$ cat src/rtl/nhe_pkg.sv
package nhe_pkg;
  localparam int NHE_THR_N  = 11;
  localparam int NHE_BIN_N  = NHE_THR_N + 1;
  localparam int NHE_PWR_W  = 8;
  localparam int NHE_CNT_W  = 8;
  localparam int NHE_DUR_W  = 16;
  localparam int NHE_WORD_W = 32;
  // control word bit positions decoded by the engine
  localparam int NHE_TRIG_BIT  = 1;
  localparam int NHE_EN_BIT    = 8;
  localparam int NHE_CCA_BIT   = 9;
  localparam int NHE_TX_BIT    = 10;
  localparam int NHE_READY_BIT = 17;
endpackage

$ cat src/rtl/nhe_bin_sel.sv
module nhe_bin_sel #(
  parameter int NUM_THR = 11,
  parameter int PWR_W   = 8
) (
  input  logic [NUM_THR*PWR_W-1:0] thr_flat,
  input  logic [PWR_W-1:0]         power,
  output logic [NUM_THR:0]         bin_hot
);
  localparam int IDX_W = $clog2(NUM_THR + 1);

  logic [NUM_THR-1:0] at_or_above;
  logic [IDX_W-1:0]   bin_idx;

  for (genvar k = 0; k < NUM_THR; k++) begin : g_cmp
    assign at_or_above[k] = (power >= thr_flat[k*PWR_W +: PWR_W]);
  end

  // with ascending edges the bin index equals the number of edges passed
  always_comb begin
    bin_idx = '0;
    for (int k = 0; k < NUM_THR; k++) begin
      bin_idx = bin_idx + IDX_W'(at_or_above[k]);
    end
  end

  always_comb begin
    bin_hot = '0;
    bin_hot[bin_idx] = 1'b1;
  end
endmodule

$ cat src/rtl/nhe_sat_cnt.sv
module nhe_sat_cnt #(
  parameter int CNT_W = 8
) (
  input  logic             clk,
  input  logic             rst_n,
  input  logic             clr,
  input  logic             inc,
  output logic [CNT_W-1:0] cnt
);
  localparam logic [CNT_W-1:0] CNT_MAX = '1;

  logic [CNT_W-1:0] cnt_q, cnt_d;
  logic             cnt_en;

  always_comb begin
    cnt_en = clr | (inc & (cnt_q != CNT_MAX));
    cnt_d  = clr ? '0 : cnt_q + 1'b1;
  end

  always_ff @(posedge clk or negedge rst_n) begin
    if (!rst_n)      cnt_q <= '0;
    else if (cnt_en) cnt_q <= cnt_d;
  end

  assign cnt = cnt_q;


  sat_hold_chk: assert property (@(posedge clk) disable iff (!rst_n)
    (cnt_q == CNT_MAX && !clr) |=> (cnt_q == CNT_MAX));
endmodule

$ cat src/rtl/nhe_window.sv
module nhe_window #(
  parameter int DUR_W = 16
) (
  input  logic             clk,
  input  logic             rst_n,
  input  logic             trig_lvl,
  input  logic             enable,
  input  logic             tick,
  input  logic             accept,
  input  logic [DUR_W-1:0] period,
  output logic             clr_pulse,
  output logic             bin_go,
  output logic             ready,
  output logic [DUR_W-1:0] duration
);
  logic             trig_q, run_q, run_d, rdy_q, rdy_d;
  logic [DUR_W-1:0] win_q, win_d, lim_q, dur_q, dur_d;
  logic             at_end, sample_go;

  always_comb begin
    clr_pulse = trig_lvl & ~trig_q;
    at_end    = (win_q == lim_q);
    sample_go = run_q & enable & tick & ~at_end & ~clr_pulse;
    bin_go    = sample_go & accept;
    run_d = run_q;
    rdy_d = rdy_q;
    win_d = win_q;
    dur_d = dur_q;
    if (clr_pulse) begin
      run_d = 1'b1;
      rdy_d = 1'b0;
      win_d = '0;
      dur_d = '0;
    end else if (run_q && at_end) begin
      run_d = 1'b0;
      rdy_d = 1'b1;
    end else if (sample_go) begin
      win_d = win_q + 1'b1;
      if (accept) dur_d = dur_q + 1'b1;
    end
  end

  always_ff @(posedge clk or negedge rst_n) begin
    if (!rst_n) begin
      trig_q <= 1'b0;
      run_q  <= 1'b0;
      rdy_q  <= 1'b0;
      win_q  <= '0;
      dur_q  <= '0;
      lim_q  <= '0;
    end else begin
      trig_q <= trig_lvl;
      run_q  <= run_d;
      rdy_q  <= rdy_d;
      win_q  <= win_d;
      dur_q  <= dur_d;
      if (clr_pulse) lim_q <= period;
    end
  end

  assign ready    = rdy_q;
  assign duration = dur_q;


  ready_idle_chk: assert property (@(posedge clk) disable iff (!rst_n)
    rdy_q |-> !run_q);

  trig_clear_chk: assert property (@(posedge clk) disable iff (!rst_n)
    clr_pulse |=> (!rdy_q && dur_q == '0 && run_q));

  dur_bound_chk: assert property (@(posedge clk) disable iff (!rst_n)
    dur_q <= win_q);

  disabled_hold_chk: assert property (@(posedge clk) disable iff (!rst_n)
    (!enable && !clr_pulse) |=> $stable(win_q));
endmodule

$ cat src/rtl/noise_hist_engine.sv
module noise_hist_engine
  import nhe_pkg::*;
(
  input  logic        clk,
  input  logic        rst_n,
  input  logic        sample_tick,
  input  logic [7:0]  power,
  input  logic        cca_busy,
  input  logic        tx_on,
  input  logic [31:0] thr_lo_word,
  input  logic [31:0] thr_mid_word,
  input  logic [31:0] thr_hi_word,
  input  logic [31:0] ctrl_word,
  input  logic [31:0] period_word,
  output logic [31:0] bins_word0,
  output logic [31:0] bins_word1,
  output logic [31:0] bins_word2,
  output logic [31:0] status_word
);
  localparam int THR_FLAT_W = NHE_THR_N * NHE_PWR_W;
  localparam int BIN_FLAT_W = NHE_BIN_N * NHE_CNT_W;

  logic [THR_FLAT_W-1:0] thr_flat;
  logic [NHE_BIN_N-1:0]  bin_hot;
  logic [BIN_FLAT_W-1:0] bin_flat;
  logic                  accept, clr_pulse, bin_go, ready;
  logic [NHE_DUR_W-1:0]  duration;
  logic                  cfg_unused;

  // thresholds 0..10 gathered lowest-first from their register bytes
  assign thr_flat = {ctrl_word[31:16], thr_hi_word[7:0], thr_mid_word, thr_lo_word};
  assign cfg_unused = ^{thr_hi_word[31:8], period_word[15:0], ctrl_word[15:11],
                        ctrl_word[7:2], ctrl_word[0]};

  assign accept = (~cca_busy | ctrl_word[NHE_CCA_BIT]) &
                  (~tx_on    | ctrl_word[NHE_TX_BIT]);

  nhe_bin_sel #(.NUM_THR(NHE_THR_N), .PWR_W(NHE_PWR_W)) u_sel (
    .thr_flat (thr_flat),
    .power    (power),
    .bin_hot  (bin_hot)
  );

  nhe_window #(.DUR_W(NHE_DUR_W)) u_win (
    .clk       (clk),
    .rst_n     (rst_n),
    .trig_lvl  (ctrl_word[NHE_TRIG_BIT]),
    .enable    (ctrl_word[NHE_EN_BIT]),
    .tick      (sample_tick),
    .accept    (accept),
    .period    (period_word[31:16]),
    .clr_pulse (clr_pulse),
    .bin_go    (bin_go),
    .ready     (ready),
    .duration  (duration)
  );

  for (genvar b = 0; b < NHE_BIN_N; b++) begin : g_bin
    nhe_sat_cnt #(.CNT_W(NHE_CNT_W)) u_cnt (
      .clk   (clk),
      .rst_n (rst_n),
      .clr   (clr_pulse),
      .inc   (bin_go & bin_hot[b]),
      .cnt   (bin_flat[b*NHE_CNT_W +: NHE_CNT_W])
    );
  end

  assign bins_word0 = bin_flat[31:0];
  assign bins_word1 = bin_flat[63:32];
  assign bins_word2 = bin_flat[95:64];

  always_comb begin
    status_word = '0;
    status_word[NHE_DUR_W-1:0] = duration;
    status_word[NHE_READY_BIT] = ready;
  end


  one_bin_chk: assert property (@(posedge clk) disable iff (!rst_n)
    $countones(bin_hot) == 1);

  busy_drop_chk: assert property (@(posedge clk) disable iff (!rst_n)
    (cca_busy && !ctrl_word[NHE_CCA_BIT] && !clr_pulse) |=> $stable(status_word[15:0]));
endmodule

$ cat config.mk
export PLATFORM = sky130hd
export DESIGN_NAME = noise_hist_engine
export DESIGN_NICKNAME = d
export VERILOG_FILES = /design/src/rtl/nhe_pkg.sv /design/src/rtl/nhe_bin_sel.sv /design/src/rtl/nhe_sat_cnt.sv /design/src/rtl/nhe_window.sv /design/src/rtl/noise_hist_engine.sv
export SDC_FILE = /design/constraint.sdc
export NUM_CORES = 1
export LEC_CHECK = 0
export ABC_AREA = 0
export BUFFER_PORTS_ARGS = -buffer_cell sky130_fd_sc_hd__buf_2
export CAP_MARGIN = 20
export CORE_ASPECT_RATIO = 0.75
export CORE_UTILIZATION = 33
export CTS_CLUSTER_DIAMETER = 80
export DETAILED_ROUTE_END_ITERATION = 6
export GPL_TIMING_DRIVEN = 1
export SETUP_SLACK_MARGIN = 0.1
export SYNTH_ARGS = -nofsm -noshare
export SYNTH_HDL_FRONTEND = slang
export SYNTH_SLANG_ARGS = --single-unit
$ cat constraint.sdc
create_clock -name clk -period 5 [get_ports clk]
set_clock_uncertainty 0.1 [all_clocks]
set_input_delay 0.75 -clock clk [delete_from_list [all_inputs] [get_ports clk]]
set_output_delay 0.75 -clock clk [all_outputs]
set_load 0.005 [all_outputs]
**Word-level counts from Yosys, hierarchy flattened**

Cells that the tools add are included.

- RAM bits: 0
- Bits in read-only memories: 0
- Latch bits: 0
- Register bits after elaboration: 147
- Word-level logic and storage cells: 151
- Memories: 0
- Input port bits: 173

- Eq/ne operators: 14
- Add/subtract/negate cells: 24
- Bitwise gates (word level): 50
- Multiply operators: 0
- Shift operators: 0
- Order comparisons: 13
- Mux-type cells: 25
- Div/mod/pow operators: 0
- Reductions and logical operators: 7

Operators with widths:

| operator | count |
|---|---|
| 2-to-1 mux 16 bit | 7 |
| adder 8 x 1 -> 8 bit (second input constant) | 12 |
| 2-to-1 mux 8 bit | 12 |
| != test 8 bit (second input constant) | 12 |
| >= comparator 8 bit | 11 |
| adder 4 x 1 -> 4 bit | 9 |
| adder 16 x 1 -> 16 bit (second input constant) | 2 |
| AND 1 bit | 31 |
| == test 16 bit | 1 |
| OR 1 bit | 14 |
| nonzero test 2 bit | 3 |
| < comparator 4 x 5 -> 1 bit (second input constant) | 1 |
| 2-to-1 mux 1 bit | 5 |
| NOT 1 bit | 5 |
| demux 1 bit (select 4 bit) | 1 |
| >= comparator 4 x 1 -> 1 bit (second input constant) | 1 |
| AND reduction 3 bit | 1 |
| adder 1 x 1 -> 2 bit | 1 |
| logical AND 1 bit | 2 |
| != test 2 x 1 -> 1 bit (second input constant) | 1 |
| AND reduction 2 bit | 1 |

**Longest topological paths before layout**

Gate-level depths: netlist (run 1).

- Word-level depth: 18
- Depth in mapped cells: 24
- Gate-level depth less buffers: 23

**Modules after synthesis**

A second synthesis (run 1) with hierarchy kept.

- Cell total of the unflattened synthesis: 1,167
- Area total of the unflattened synthesis: 11,049.3 um^2

Modules (own cells, without submodules):

| module | cells each | sequential area each (um^2) | times used | area each (um^2) |
|---|---|---|---|---|
| nhe_sat_cnt | 46 | 200.2 | 12 | 478.0 |
| nhe_window | 292 | 1,276.2 | 1 | 2,652.5 |
| nhe_bin_sel | 290 | 0.0 | 1 | 2,426.1 |
| noise_hist_engine | 33 | 0.0 | 1 | 235.2 |

**Least setup slack after synthesis (run 1)**

Ideal clock, no wire load.

- Path kind: input -> register
- Start: in power[0]
- End: reg g_bin[2].u_cnt.cnt_q[3]
- Arrival: 6.129 ns
- Slack: -1.295 ns
- Stages on the path: 22
- Cell sequence: inv_1 -> ha_1 -> nand2b_1 -> a21oi_1 -> nor2b_1 -> o21ai_0 -> a21oi_1 -> o41a_1 -> ha_1 -> inv_1 -> fa_1 -> fa_1 -> inv_1 -> fa_1 -> ha_1 -> fa_1 -> nand2b_1 -> a311o_1 -> nor4_4 -> nand2_2 -> or4_1 -> nand2_1

- Cells in the longest elaborated chain, start to end: 18

RTL lines:

| element | RTL line | RTL |
|---|---|---|
| start: declaration | noise_hist_engine.sv:7 | `input logic [7:0] power,` |
| >= comparator 8 bit | nhe_bin_sel.sv:15 | `assign at_or_above[k] = (power >= thr_flat[k*PWR_W +: PWR_W]);` |
| adder 1 x 1 -> 2 bit | nhe_bin_sel.sv:22 | `bin_idx = bin_idx + IDX_W'(at_or_above[k]);` |
| adder 4 x 1 -> 4 bit (8 in a row) | nhe_bin_sel.sv:22 |  |
| adder 4 x 1 -> 4 bit * | nhe_bin_sel.sv:22 |  |
| < comparator 4 x 5 -> 1 bit (not written as such) or >= comparator 4 x 1 -> 1 bit (tied branches) | nhe_bin_sel.sv:28 | `bin_hot[bin_idx] = 1'b1;` |
| logical AND 1 bit (not written as such) | nhe_bin_sel.sv:28 |  |
| 2-to-1 mux 1 bit (not written as such) | nhe_bin_sel.sv:28 |  |
| demux 1 bit (select 4 bit) * | - |  |
| AND 1 bit * | noise_hist_engine.sv:63 | `.inc (bin_go & bin_hot[b]),` |
| AND 1 bit * | nhe_sat_cnt.sv:16 | `cnt_en = clr \| (inc & (cnt_q != CNT_MAX));` |
| OR 1 bit * | nhe_sat_cnt.sv:16 |  |
| end signal: assignment | nhe_sat_cnt.sv:22 | `else if (cnt_en) cnt_q <= cnt_d;` |
| end: declaration | nhe_sat_cnt.sv:12 | `logic [CNT_W-1:0] cnt_q, cnt_d;` |

Every way passes the cells marked *; elsewhere a longest branch is shown, timed or not.
A chain may end at the register's enable or synchronous reset.

**Worst setup path after layout (run 1)**

Ends and elaborated chain as after synthesis.

==> flow_summary_export.csv, run 1 <==
group,metric,value,unit
timing,setup_viol,96,
timing,whs,0.191,ns
run_status,outcome,"finished, violations left",
drt,drc_errors,0,
drt,firstDrtPassIters,5,
clock_network,cts.sinks,147,
setup_path,arrival,6.07,ns
clock_network,clk_latency,0.43,ns
timing,worst_pin_slew,1.02,ns
timing,fin_crit,5.80,ns
synth,synth_area,10200,um^2
grt,globalRoute.totalOverflow,0,
power_and_ir_drop,vdd_drop_max,0.302,mV
synth,syn_inst,1163,
setup_path,setup.worst_path.end_class,"flop",
synth,synth_common_cells,"dfrtp_1 (147), nor2_1 (142), nand2_1 (118)",
floorplanning,die_w,205,um
synth,synth_top_area_share,36.1,%
layout,fill_cells,3024,
floorplanning,die-height,154,um
grt,grt_usage,19.1,%
grt,grt_start_max_net_pins,103,
power_and_ir_drop,p_leak,6.83,nW
clock_network,cts_buffers,17,
placement,port_buffers,233,
placement,dp.cells,1816,
layout,layout.cells.non_filler,1864,
synth,ys_types,57,
placement,finalWeightedCongestion,0.855,
layout,drive_gt1_share,27.8,%
clock_network,cts-root-buf,"clkbuf_16",
placement,dpl_worst_slack,-1.37,ns
drt,vias,9102,
power_and_ir_drop,power_density,321,nW/um^2
drt,totalWireLength,29500,um
synth,synth.most_common_cell,"dfrtp_1",
drt,ant_nets,0,
setup_path,worstSetupPathType,"input pin to flop",
grt,grt_pass1_vias,8809,
timing,timing.fmax,172,MHz
setup_path,reg2reg_to,"g_bin[7].u_cnt.cnt[6]$_DFFE_PN0P_",
layout,insertedDiodeCount,0,
grt,grt_pass1_wl,47300,um
run_status,violations,"negative setup slack",
floorplanning,rows,55,
floorplanning,io_pins,301,
setup_path,slowest_delay,0.55,ns
layout,design_area,13200,um^2
setup_path,reg2reg_from,"u_win.run_q$_DFFE_PN0P_",
layout,syn2layout_area_growth,29.1,%
floorplanning,dieArea,31600,um^2
synth,synth_area_leader_cell,"dfrtp_1",
floorplanning,core,30300,um^2
layout,fin_nets,1738,
timing,hold_viol_final,0,
drt,initialDrtViolationCount,443,
synth,ys_seq_area_share,36.1,%
synth,synth_area_per_cell,8.76,um^2
synth,synthArstFlopShare,100,%
placement,placed_area,12200,um^2
layout,regArea,3680,um^2
placement,dp_hpwl,22000,um
setup_path,worstRegToRegCells,6,
layout,multiInputGateArea,6220,um^2
timing,maxSlewHeadroom,32.3,%
timing,drv_slew,0,
flow_run,cap_violations,0,
clock_network,cts_buffer_depth,2,
drt,wire_per_inst,15.9,um
timing,rsz0062_at_grt,"true",
timing,fin_crit_sh,116,%
setup_path,cp_slowest_cell,"fa_2",
timing,setup_ws,-0.805,ns
clock_network,cts_hold_buf,0,
worst_hold_path,holdCritPathClass,"input pin to async pin",
clock_network,cts.reportedPaths.clkPinSlew,0.06,ns
synth,synthFlopType,"dfrtp_1",
synth,ys_ff_latch,147,
clock_network,tritoncts,"yes",
floorplanning,initial_core_util,33.6,%
grt,antenna_found_initial,0,
synth,synth_edf_count,0,
synth,synthTopCellsByArea,"dfrtp_1 (36%), ha_1 (13%), xor2_1 (8.5%)",
setup_path,startpoint_type,"input pin",
setup_path,required,5.26,ns
setup_path,r2r_slack,2.34,ns
drt,viasPerCell,4.88,
synth,synth.yosys.warnings,0,
setup_path,critPathMaxFanout,4,
clock_network,htree_levels,4,
what timing repair did:
action	in CTS	in global routing
setup buffers	13	3
resized for setup	41	13
pin swaps	21	10
setup endpoints to repair	96	96
worst max-delay path by stage:
stage                                    endpoint  cells past startpoint     start  slack, ns
2_1_floorplan   g_bin[2].u_cnt.cnt[3]$_DFFE_PN0P_                     22  power[0]      -1.04
3_3_place_gp    g_bin[2].u_cnt.cnt[5]$_DFFE_PN0P_                     24  power[0]      -1.33
4_1_cts         g_bin[1].u_cnt.cnt[4]$_DFFE_PN0P_                     26  power[0]      -0.79
5_1_grt         g_bin[2].u_cnt.cnt[3]$_DFFE_PN0P_                     25  power[0]      -1.03
6_report        g_bin[2].u_cnt.cnt[3]$_DFFE_PN0P_                     25  power[0]      -0.80
3_5_place_dp   g_bin[11].u_cnt.cnt[5]$_DFFE_PN0P_                     22  power[0]      -1.37
layer usage:
metal / share of wire (%) / track usage [%] / vias to the layer above
met1: 50 / 27.6 / 4358
met5: 0 / 0 / -
li1: - / - / 4546
met4: 1.7 / 5.40 / 0
met2: 44 / 28.8 / 167
met3: 3.9 / 3.43 / 31
kinds of logic (layout without fill, tap and decap cells):
| kind of cell | after synthesis | in the layout | share of synthesized area [%] |
|---|---|---|---|
| XOR/XNOR | 103 | 103 | 8.86 |
| other | 1 | 15 | 0.0368 |
| multiplexers | 1 | 1 | 0.0983 |
| AND/OR/NAND/NOR | 523 | 523 | 26.0 |
| AO/OA/AOI/OAI | 130 | 130 | 8.39 |
| buffers and inverters | 145 | 433 | 6.22 |
| adder cells (fa/ha/maj) | 113 | 113 | 14.3 |
| flip-flops | 147 | 147 | 36.1 |
worst max-delay path: cells and delay by family:
kind | cells | cell delay, ns
adder cells (fa/ha/maj) | 7 | 2.64
AND/OR/NAND/NOR | 7 | 1.13
AO/OA/AOI/OAI | 5 | 0.98
buffers and inverters | 6 | 0.55
placed cells by master, fill, tap and decap left out, types with 32 or more instances in the layout:
| master | n |
|---|---|
| ha_1 | 104 |
| nand3_1 | 88 |
| nand4_1 | 32 |
| a21oi_1 | 42 |
| inv_1 | 88 |
| buf_4 | 62 |
| dfrtp_1 | 147 |
| nand2_1 | 115 |
| xor2_1 | 98 |
| and3_1 | 35 |
| buf_2 | 231 |
| nor2_1 | 140 |
| o21ai_0 | 32 |
stage by stage:
step | power, mW | utilization (%) | TNS (ns)
finish | 4.22 | 43.4 | -60.57
detailed placement | 2.68 | 40.3 | -117.44
CTS | 4.24 | 43.1 | -61.67
floorplan | 2.09 | - | -60.48
global route | 4.47 | 43.4 | -83.90
global placement | 2.66 | 40.3 | -113.97
where the power goes:
group | total, mW | internal (mW) | switching (mW)
clock network | 1.29 | 0.757 | 0.533
logic | 1.63 | 0.763 | 0.863
registers | 1.30 | 1.24 | 0.0641
total | 4.22 | 2.76 | 1.46
registers in the layout, summed over array words and instances (netlist names):
name	flops
g_bin.u_cnt.cnt	96
u_win.trig_q	1
u_win.run_q	1
u_win.duration	16
u_win.lim_q	16
u_win.win_q	16
u_win.ready	1
final cells by class:
class                   count  share of cell area [%]
inverters                  91                    2.63
clock inverters            13                    1.03
flip-flops and latches    147                    28.0
repair buffers            310                    13.9
well taps                 399                    3.80
multi-input cells         885                    47.3
clock buffers              19                    3.44
(Power assumes the default switching activity.)
==> inputs of run 2 (changes only) <==
--- a/config.mk
+++ b/config.mk
@@ -13,7 +13,9 @@
 export CTS_CLUSTER_DIAMETER = 80
 export DETAILED_ROUTE_END_ITERATION = 6
 export GPL_TIMING_DRIVEN = 1
+export PLACE_DENSITY = 0.53
 export SETUP_SLACK_MARGIN = 0.1
 export SYNTH_ARGS = -nofsm -noshare
 export SYNTH_HDL_FRONTEND = slang
+export SYNTH_HIERARCHICAL = 1
 export SYNTH_SLANG_ARGS = --single-unit
==> run 2 against run 1 <==
  * The run still ends with negative setup slack left
  * Power is 13% lower
  * Via count increased by 6.3%
  * Area after synthesis is 8.5% higher
  * Combinational power down 31%
  * Hold slack gained 0.088 ns
  * Largest power group is now registers
==> flow_summary_export.csv, run 2 <==
group,metric,value,unit
grt,grt_usage,17.8,%
drt,vias,9673,
clock_network,cts.sinks,147,
setup_path,cp_slowest_cell,"fa_1",
clock_network,cts_buffer_depth,2,
placement,placed_area,13500,um^2
timing,setup_viol,95,
setup_path,startpoint_type,"input pin",
timing,setup_ws,-0.262,ns
clock_network,tritoncts,"yes",
drt,viasPerCell,5.07,
timing,fin_crit_sh,105,%
synth,syn_inst,1167,
layout,insertedDiodeCount,0,
power_and_ir_drop,power_density,249,nW/um^2
layout,final_common_cell,"buf_2",
drt,totalWireLength,29600,um
clock_network,clk_latency,0.43,ns
timing,hold_viol_final,0,
setup_path,worstSetupPathType,"input pin to flop",
drt,drc_errors,0,
synth,synth.yosys.warnings,6,
drt,firstDrtPassIters,4,
setup_path,setup.worst_path.end_class,"flop",
worst_hold_path,holdCritPathClass,"input pin to async pin",
power_and_ir_drop,vdd_drop_max,0.181,mV
timing,timing.fmax,190,MHz
layout,drive_gt1_share,36.9,%
synth,synth.most_common_cell,"dfrtp_1",
grt,globalRoute.totalOverflow,0,
synth,synthTopCellsByArea,"dfrtp_1 (33%), ha_1 (12%), a21oi_1 (4.0%)",
floorplanning,rows,57,
grt,grt_pass1_wl,49200,um
timing,drv_slew,0,
timing,whs,0.279,ns
synth,synth_area,11000,um^2
synth,synth_area_leader_cell,"dfrtp_1",
clock_network,cts-root-buf,"clkbuf_16",
drt,initialDrtViolationCount,449,
run_status,violations,"negative setup slack",
placement,dp_hpwl,21100,um
floorplanning,io_pins,301,
floorplanning,die-height,160,um
placement,dpl_worst_slack,-0.933,ns
placement,finalWeightedCongestion,0.784,
flow_run,cap_violations,0,
timing,rsz0062_at_grt,"true",
setup_path,arrival,5.44,ns
grt,grt_pass1_vias,9573,
synth,synthArstFlopShare,100,%
synth,synth_area_per_cell,9.47,um^2
setup_path,required,5.18,ns
drt,ant_nets,0,
synth,synth_edf_count,0,
setup_path,path_cells,"buf_6 > clkinvlp_4 > buf_6 > ha_4 > nand2b_4 > a211oi_2 > o21ai_2 > a41oi_2 > fa_1 > fa_1 > fa_1 > fa_2 > fa_2 > nor2_4 > a21oi_4 > nor3_1 > and2_4 > buf_4 > nand3_2 > nor4b_4 > nor3b_2",
setup_path,critical_path_buf_inv_count,4,
layout,fin_nets,1737,
clock_network,htree_levels,4,
setup_path,cp_common_cell,"fa_1",
timing,fin_crit,5.26,ns
synth,synthFlopType,"dfrtp_1",
grt,antenna_found_initial,1,
clock_network,cts.reportedPaths.clkPinSlew,0.07,ns
setup_path,critPathMaxFanout,5,
layout,design_area,14700,um^2
synth,ys_ff_latch,147,
placement,port_buffers,233,
setup_path,slowest_delay,0.59,ns
clock_network,cts_buffers,17,
timing,maxSlewHeadroom,41.0,%
synth,ys_seq_area_share,33.3,%
floorplanning,initial_core_util,33.8,%
layout,largest_register_ff_count,96,
power_and_ir_drop,p_leak,7.01,nW
run_status,outcome,"finished, violations left",
timing,tns,-13.61,ns
floorplanning,die_w,213,um
drt,wire_per_inst,15.5,um
timing,worst_pin_slew,0.885,ns
clock_network,cts_hold_buf,0,
grt,grt_start_max_net_pins,191,
synth,ys_types,54,
layout,syn2layout_area_growth,33.3,%
floorplanning,core,32700,um^2
synth,synth_top_area_share,33.3,%
layout,layout_common_cells,"buf_2 (231), dfrtp_1 (147), ha_1 (97)",
setup_path,path_delay_family,"adder cells",
floorplanning,dieArea,34200,um^2
layout,fin_util,45.1,%
synth,synth_common_cells,"dfrtp_1 (147), ha_1 (103), inv_1 (97)",
run 2: worst paths after layout:
check                                             from                                 to  slack [ns]  depth (start not counted)
setup / recovery                              power[0]  g_bin[3].u_cnt/cnt[6]$_DFFE_PN0P_       -0.26                         21
hold / removal                                   rst_n        u_win/win_q[10]$_DFFE_PN0P_        0.28                          1
max in group asynchronous                        rst_n  g_bin[0].u_cnt/cnt[1]$_DFFE_PN0P_        3.49                          2
min in group clk                          ctrl_word[1]             u_win/trig_q$_DFF_PN0_        0.34                          1
setup reg to reg           u_win/win_q[12]$_DFFE_PN0P_  g_bin[4].u_cnt/cnt[0]$_DFFE_PN0P_        1.85                         10
hold reg to reg             u_win/lim_q[3]$_DFFE_PN0P_         u_win/lim_q[3]$_DFFE_PN0P_        0.40                          2
run 2: area by class of cell:
| cell class | count | area (um^2) |
|---|---|---|
| flip-flops and latches | 147 | 3680 |
| well taps | 442 | 553 |
| multi-input cells | 887 | 7720 |
| repair buffers | 303 | 1850 |
| inverters | 98 | 374 |
| clock inverters | 11 | 105 |
| clock buffers | 20 | 447 |
| fillers | 3234 | 17900 |
run 2: per-layer routing:
| layer | GRT usage (%) | wire [um] |
|---|---|---|
| met1 | 25.1 | 14600 |
| met2 | 27.9 | 13600 |
| met3 | 3.15 | 1130 |
| met4 | 4.55 | 308 |
| met5 | 0 | 8 |
run 2: logic make-up (layout without fill, tap and decap cells):
family / count (synthesis) / after routing / share of synthesized area, %
xor gates and xnor gates: 16 / 16 / 1.27
buffers and inverters: 147 / 432 / 5.89
and+or+nand+nor: 436 / 436 / 25.0
muxes: 37 / 37 / 4.44
DFF: 147 / 147 / 33.3
AOI/OAI and AO/OA: 273 / 273 / 17.1
other: 1 / 15 / 0.0339
adders and majority gates: 110 / 110 / 12.9
run 2: timing repair:
item,4_1_cts,5_1_grt
resized for setup,71,28
setup endpoints to repair,96,96
setup buffers,7,6
pin swaps,24,10
run 2: where the power goes:
group / leakage (nW) / total, mW / switching, mW / internal, mW
combinational: 4.73 / 1.13 / 0.598 / 0.536
sequential: 2.02 / 1.30 / 0.0673 / 1.23
clock: 0.259 / 1.23 / 0.537 / 0.697
total: 7.01 / 3.67 / 1.20 / 2.47
run 2: metrics by stage:
step                      power (mW)  std cells
after floorplan                 1.97       1181
after CTS                       3.67       1902
after global placement          2.30       1864
after global routing            3.89       1908
final                           3.67       1908
after detailed placement        2.31       1864
run 2: worst register-to-register path, stage by stage (launching register included):
cell      delay, ns
dfrtp_1        0.44
xor2_1         0.18
nor4_1         0.45
and4_2         0.30
buf_4          0.47
nor3_2         0.12
buf_4          0.21
and2_4         0.21
buf_4          0.14
a21boi_4       0.14
mux2_4         0.29
==> inputs of run 3 (changes only) <==
--- a/config.mk
+++ b/config.mk
@@ -9,11 +9,11 @@
 export BUFFER_PORTS_ARGS = -buffer_cell sky130_fd_sc_hd__buf_2
 export CAP_MARGIN = 20
 export CORE_ASPECT_RATIO = 0.75
-export CORE_UTILIZATION = 33
+export CORE_UTILIZATION = 58
 export CTS_CLUSTER_DIAMETER = 80
 export DETAILED_ROUTE_END_ITERATION = 6
 export GPL_TIMING_DRIVEN = 1
-export PLACE_DENSITY = 0.53
+export PLACE_DENSITY = 0.85
 export SETUP_SLACK_MARGIN = 0.1
 export SYNTH_ARGS = -nofsm -noshare
 export SYNTH_HDL_FRONTEND = slang
==> run 3 against run 2 <==
  * Largest power group unchanged
  * Global-route usage is 13 points higher
  * Critical path type unchanged
  * Routed wire length is 4.7% higher
  * The run still ends with negative setup slack left
  * Combinational power is 12% higher
  * Worst setup slack worse by 0.066 ns
  * Via count is 6.9% higher
==> flow_summary_export.csv, run 3 (synthesized netlist as in run 2, its figures left out) <==
group,metric,value,unit
run_status,outcome,"finished, violations left",
run_status,violations,"negative setup slack",
setup_path,path_delay_family,"adder cells",
floorplanning,initial_core_util,59.5,%
setup_path,startpoint_type,"input pin",
layout,fill_cells,1185,
drt,firstDrtPassIters,5,
flow_run,cap_violations,0,
grt,grt_start_max_net_pins,98,
clock_network,cts-root-buf,"clkbuf_16",
floorplanning,die_w,161,um
drt,viasPerCell,6.00,
timing,setup_viol,95,
timing,timing.fmax,188,MHz
layout,design_area,14600,um^2
floorplanning,io_pins,301,
drt,ant_nets,0,
setup_path,arrival,5.55,ns
setup_path,worstRegToRegCells,9,
grt,globalRoute.totalOverflow,0,
grt,busiest_layer,"met2",
clock_network,cts_buffers,17,
setup_path,reg2reg_to,"g_bin[6].u_cnt/cnt[7]$_DFFE_PN0P_",
timing,setup_ws,-0.327,ns
layout,largest_register_ff_count,96,
timing,rsz0062_at_grt,"true",
layout,fin_nets,1745,
setup_path,cp.depth,20,
timing,drv_slew,0,
layout,drive_gt1_share,37.9,%
setup_path,setup.worst_path.end_class,"flop",
grt,grtUsageMet3,5.55,%
clock_network,cts.sinks,147,
clock_network,cts.reportedPaths.clkPinSlew,0.07,ns
layout,multiInputGateArea,7830,um^2
setup_path,required,5.22,ns
timing,fin_crit_sh,107,%
setup_path,r2r_slack,1.61,ns
layout,syn2layout_area_growth,32.4,%
drt,totalWireLength,31100,um
timing,fin_crit,5.33,ns
clock_network,htree_levels,4,
timing,worst_pin_slew,0.949,ns
layout,layout.cells.non_filler,1722,
placement,port_buffers,233,
layout,insertedDiodeCount,0,
setup_path,crit_start,"power[0]",
drt,vias,10300,
drt,wire_per_inst,18.0,um
timing,hold_viol_final,0,
setup_path,path_cells,"buf_8 > clkinvlp_4 > buf_6 > ha_4 > nand2b_4 > a211oi_2 > o21ai_2 > a41oi_2 > fa_1 > fa_1 > fa_1 > fa_2 > fa_2 > nand2b_4 > nor2_4 > and2_4 > buf_4 > nand3_4 > o21bai_1 > nor3b_1",
clock_network,clk_latency,0.43,ns
floorplanning,core,18600,um^2
layout,regArea,3680,um^2
grt,grt_usage,30.9,%
floorplanning,rows,43,
placement,placed_area,13200,um^2
setup_path,cp_slowest_cell,"fa_2",
floorplanning,die-height,122,um
setup_path,cp_common_cell,"fa_1",
grt,grt_pass1_wl,48700,um
power_and_ir_drop,p_leak,7.07,nW
drt,initialDrtViolationCount,789,
grt,use_met2,51.3,%
setup_path,worstSetupPathType,"input pin to flop",
power_and_ir_drop,vdd_drop_max,0.252,mV
worst_hold_path,holdCritPathClass,"input pin to async pin",
setup_path,critPathMaxFanout,6,
setup_path,critical_path_buf_inv_count,4,
placement,finalWeightedCongestion,0.858,
drt,drc_errors,0,
clock_network,tritoncts,"yes",
grt,grt_pass1_vias,9968,
floorplanning,dieArea,19600,um^2
clock_network,cts_buffer_depth,2,
placement,dp_hpwl,20500,um
grt,antenna_found_initial,0,
grt,gr-usage-met1,41.1,%
placement,dp.cells,1666,
layout,layout_common_cells,"buf_2 (231), dfrtp_1 (147), ha_1 (97)",
timing,maxSlewHeadroom,36.7,%
setup_path,reg2reg_from,"u_win/win_q[2]$_DFFE_PN0P_",
power_and_ir_drop,power_density,261,nW/um^2
setup_path,slowest_delay,0.68,ns
clock_network,cts_hold_buf,0,
layout,final_common_cell,"buf_2",
run 3: stage by stage:
step	hold slack [ns]	setup WS, ns	TNS [ns]	utilization [%]	total power, mW
floorplan	0.354	-0.367	-22.59	-	1.97
global placement	0.383	-0.703	-54.92	71.1	2.26
detailed placement	0.390	-0.805	-62.40	71.1	2.30
CTS	0.209	-0.206	-10.67	76.6	3.68
global route	0.235	-0.523	-33.15	78.8	4.00
finish	0.185	-0.327	-17.03	78.8	3.82
run 3: final cells by class:
cell class / count / area share [%]
sequential: 147 / 25.1
tap: 247 / 2.11
timing repair buffer: 311 / 12.7
multi-input combinational: 887 / 53.5
inverter: 98 / 2.59
clock inverter: 12 / 0.864
clock buffer: 20 / 3.05
run 3: routing by layer:
layer  up-vias  wire (um)
li1       4845          -
met1      5048      13300
met2       387      15300
met3        59       1750
met4         0        675
met5         -          0
run 3: worst max-delay path by stage:
stage                                                     to  slack (ns)
after CTS                  g_bin[6].u_cnt/cnt[7]$_DFFE_PN0P_       -0.21
after global routing       g_bin[5].u_cnt/cnt[6]$_DFFE_PN0P_       -0.52
after detailed placement   g_bin[8].u_cnt/cnt[6]$_DFFE_PN0P_       -0.80
final                      g_bin[5].u_cnt/cnt[6]$_DFFE_PN0P_       -0.33
after global placement    g_bin[11].u_cnt/cnt[4]$_DFFE_PN0P_       -0.70
after floorplan            g_bin[5].u_cnt/cnt[4]$_DFFE_PN0P_       -0.37
run 3: repair_timing:
action | 4_1_cts | 5_1_grt
gates resized for setup | 70 | 54
pin swaps | 25 | 16
cloned | 0 | 0
endpoints found under the setup margin | 96 | 96
setup buffers | 9 | 15
run 3: report_power, final:
part           switching, mW  total [mW]  internal (mW)
combinational          0.666        1.27          0.601
clock                  0.545        1.25          0.708
sequential            0.0645        1.30           1.23
total                   1.28        3.82           2.54
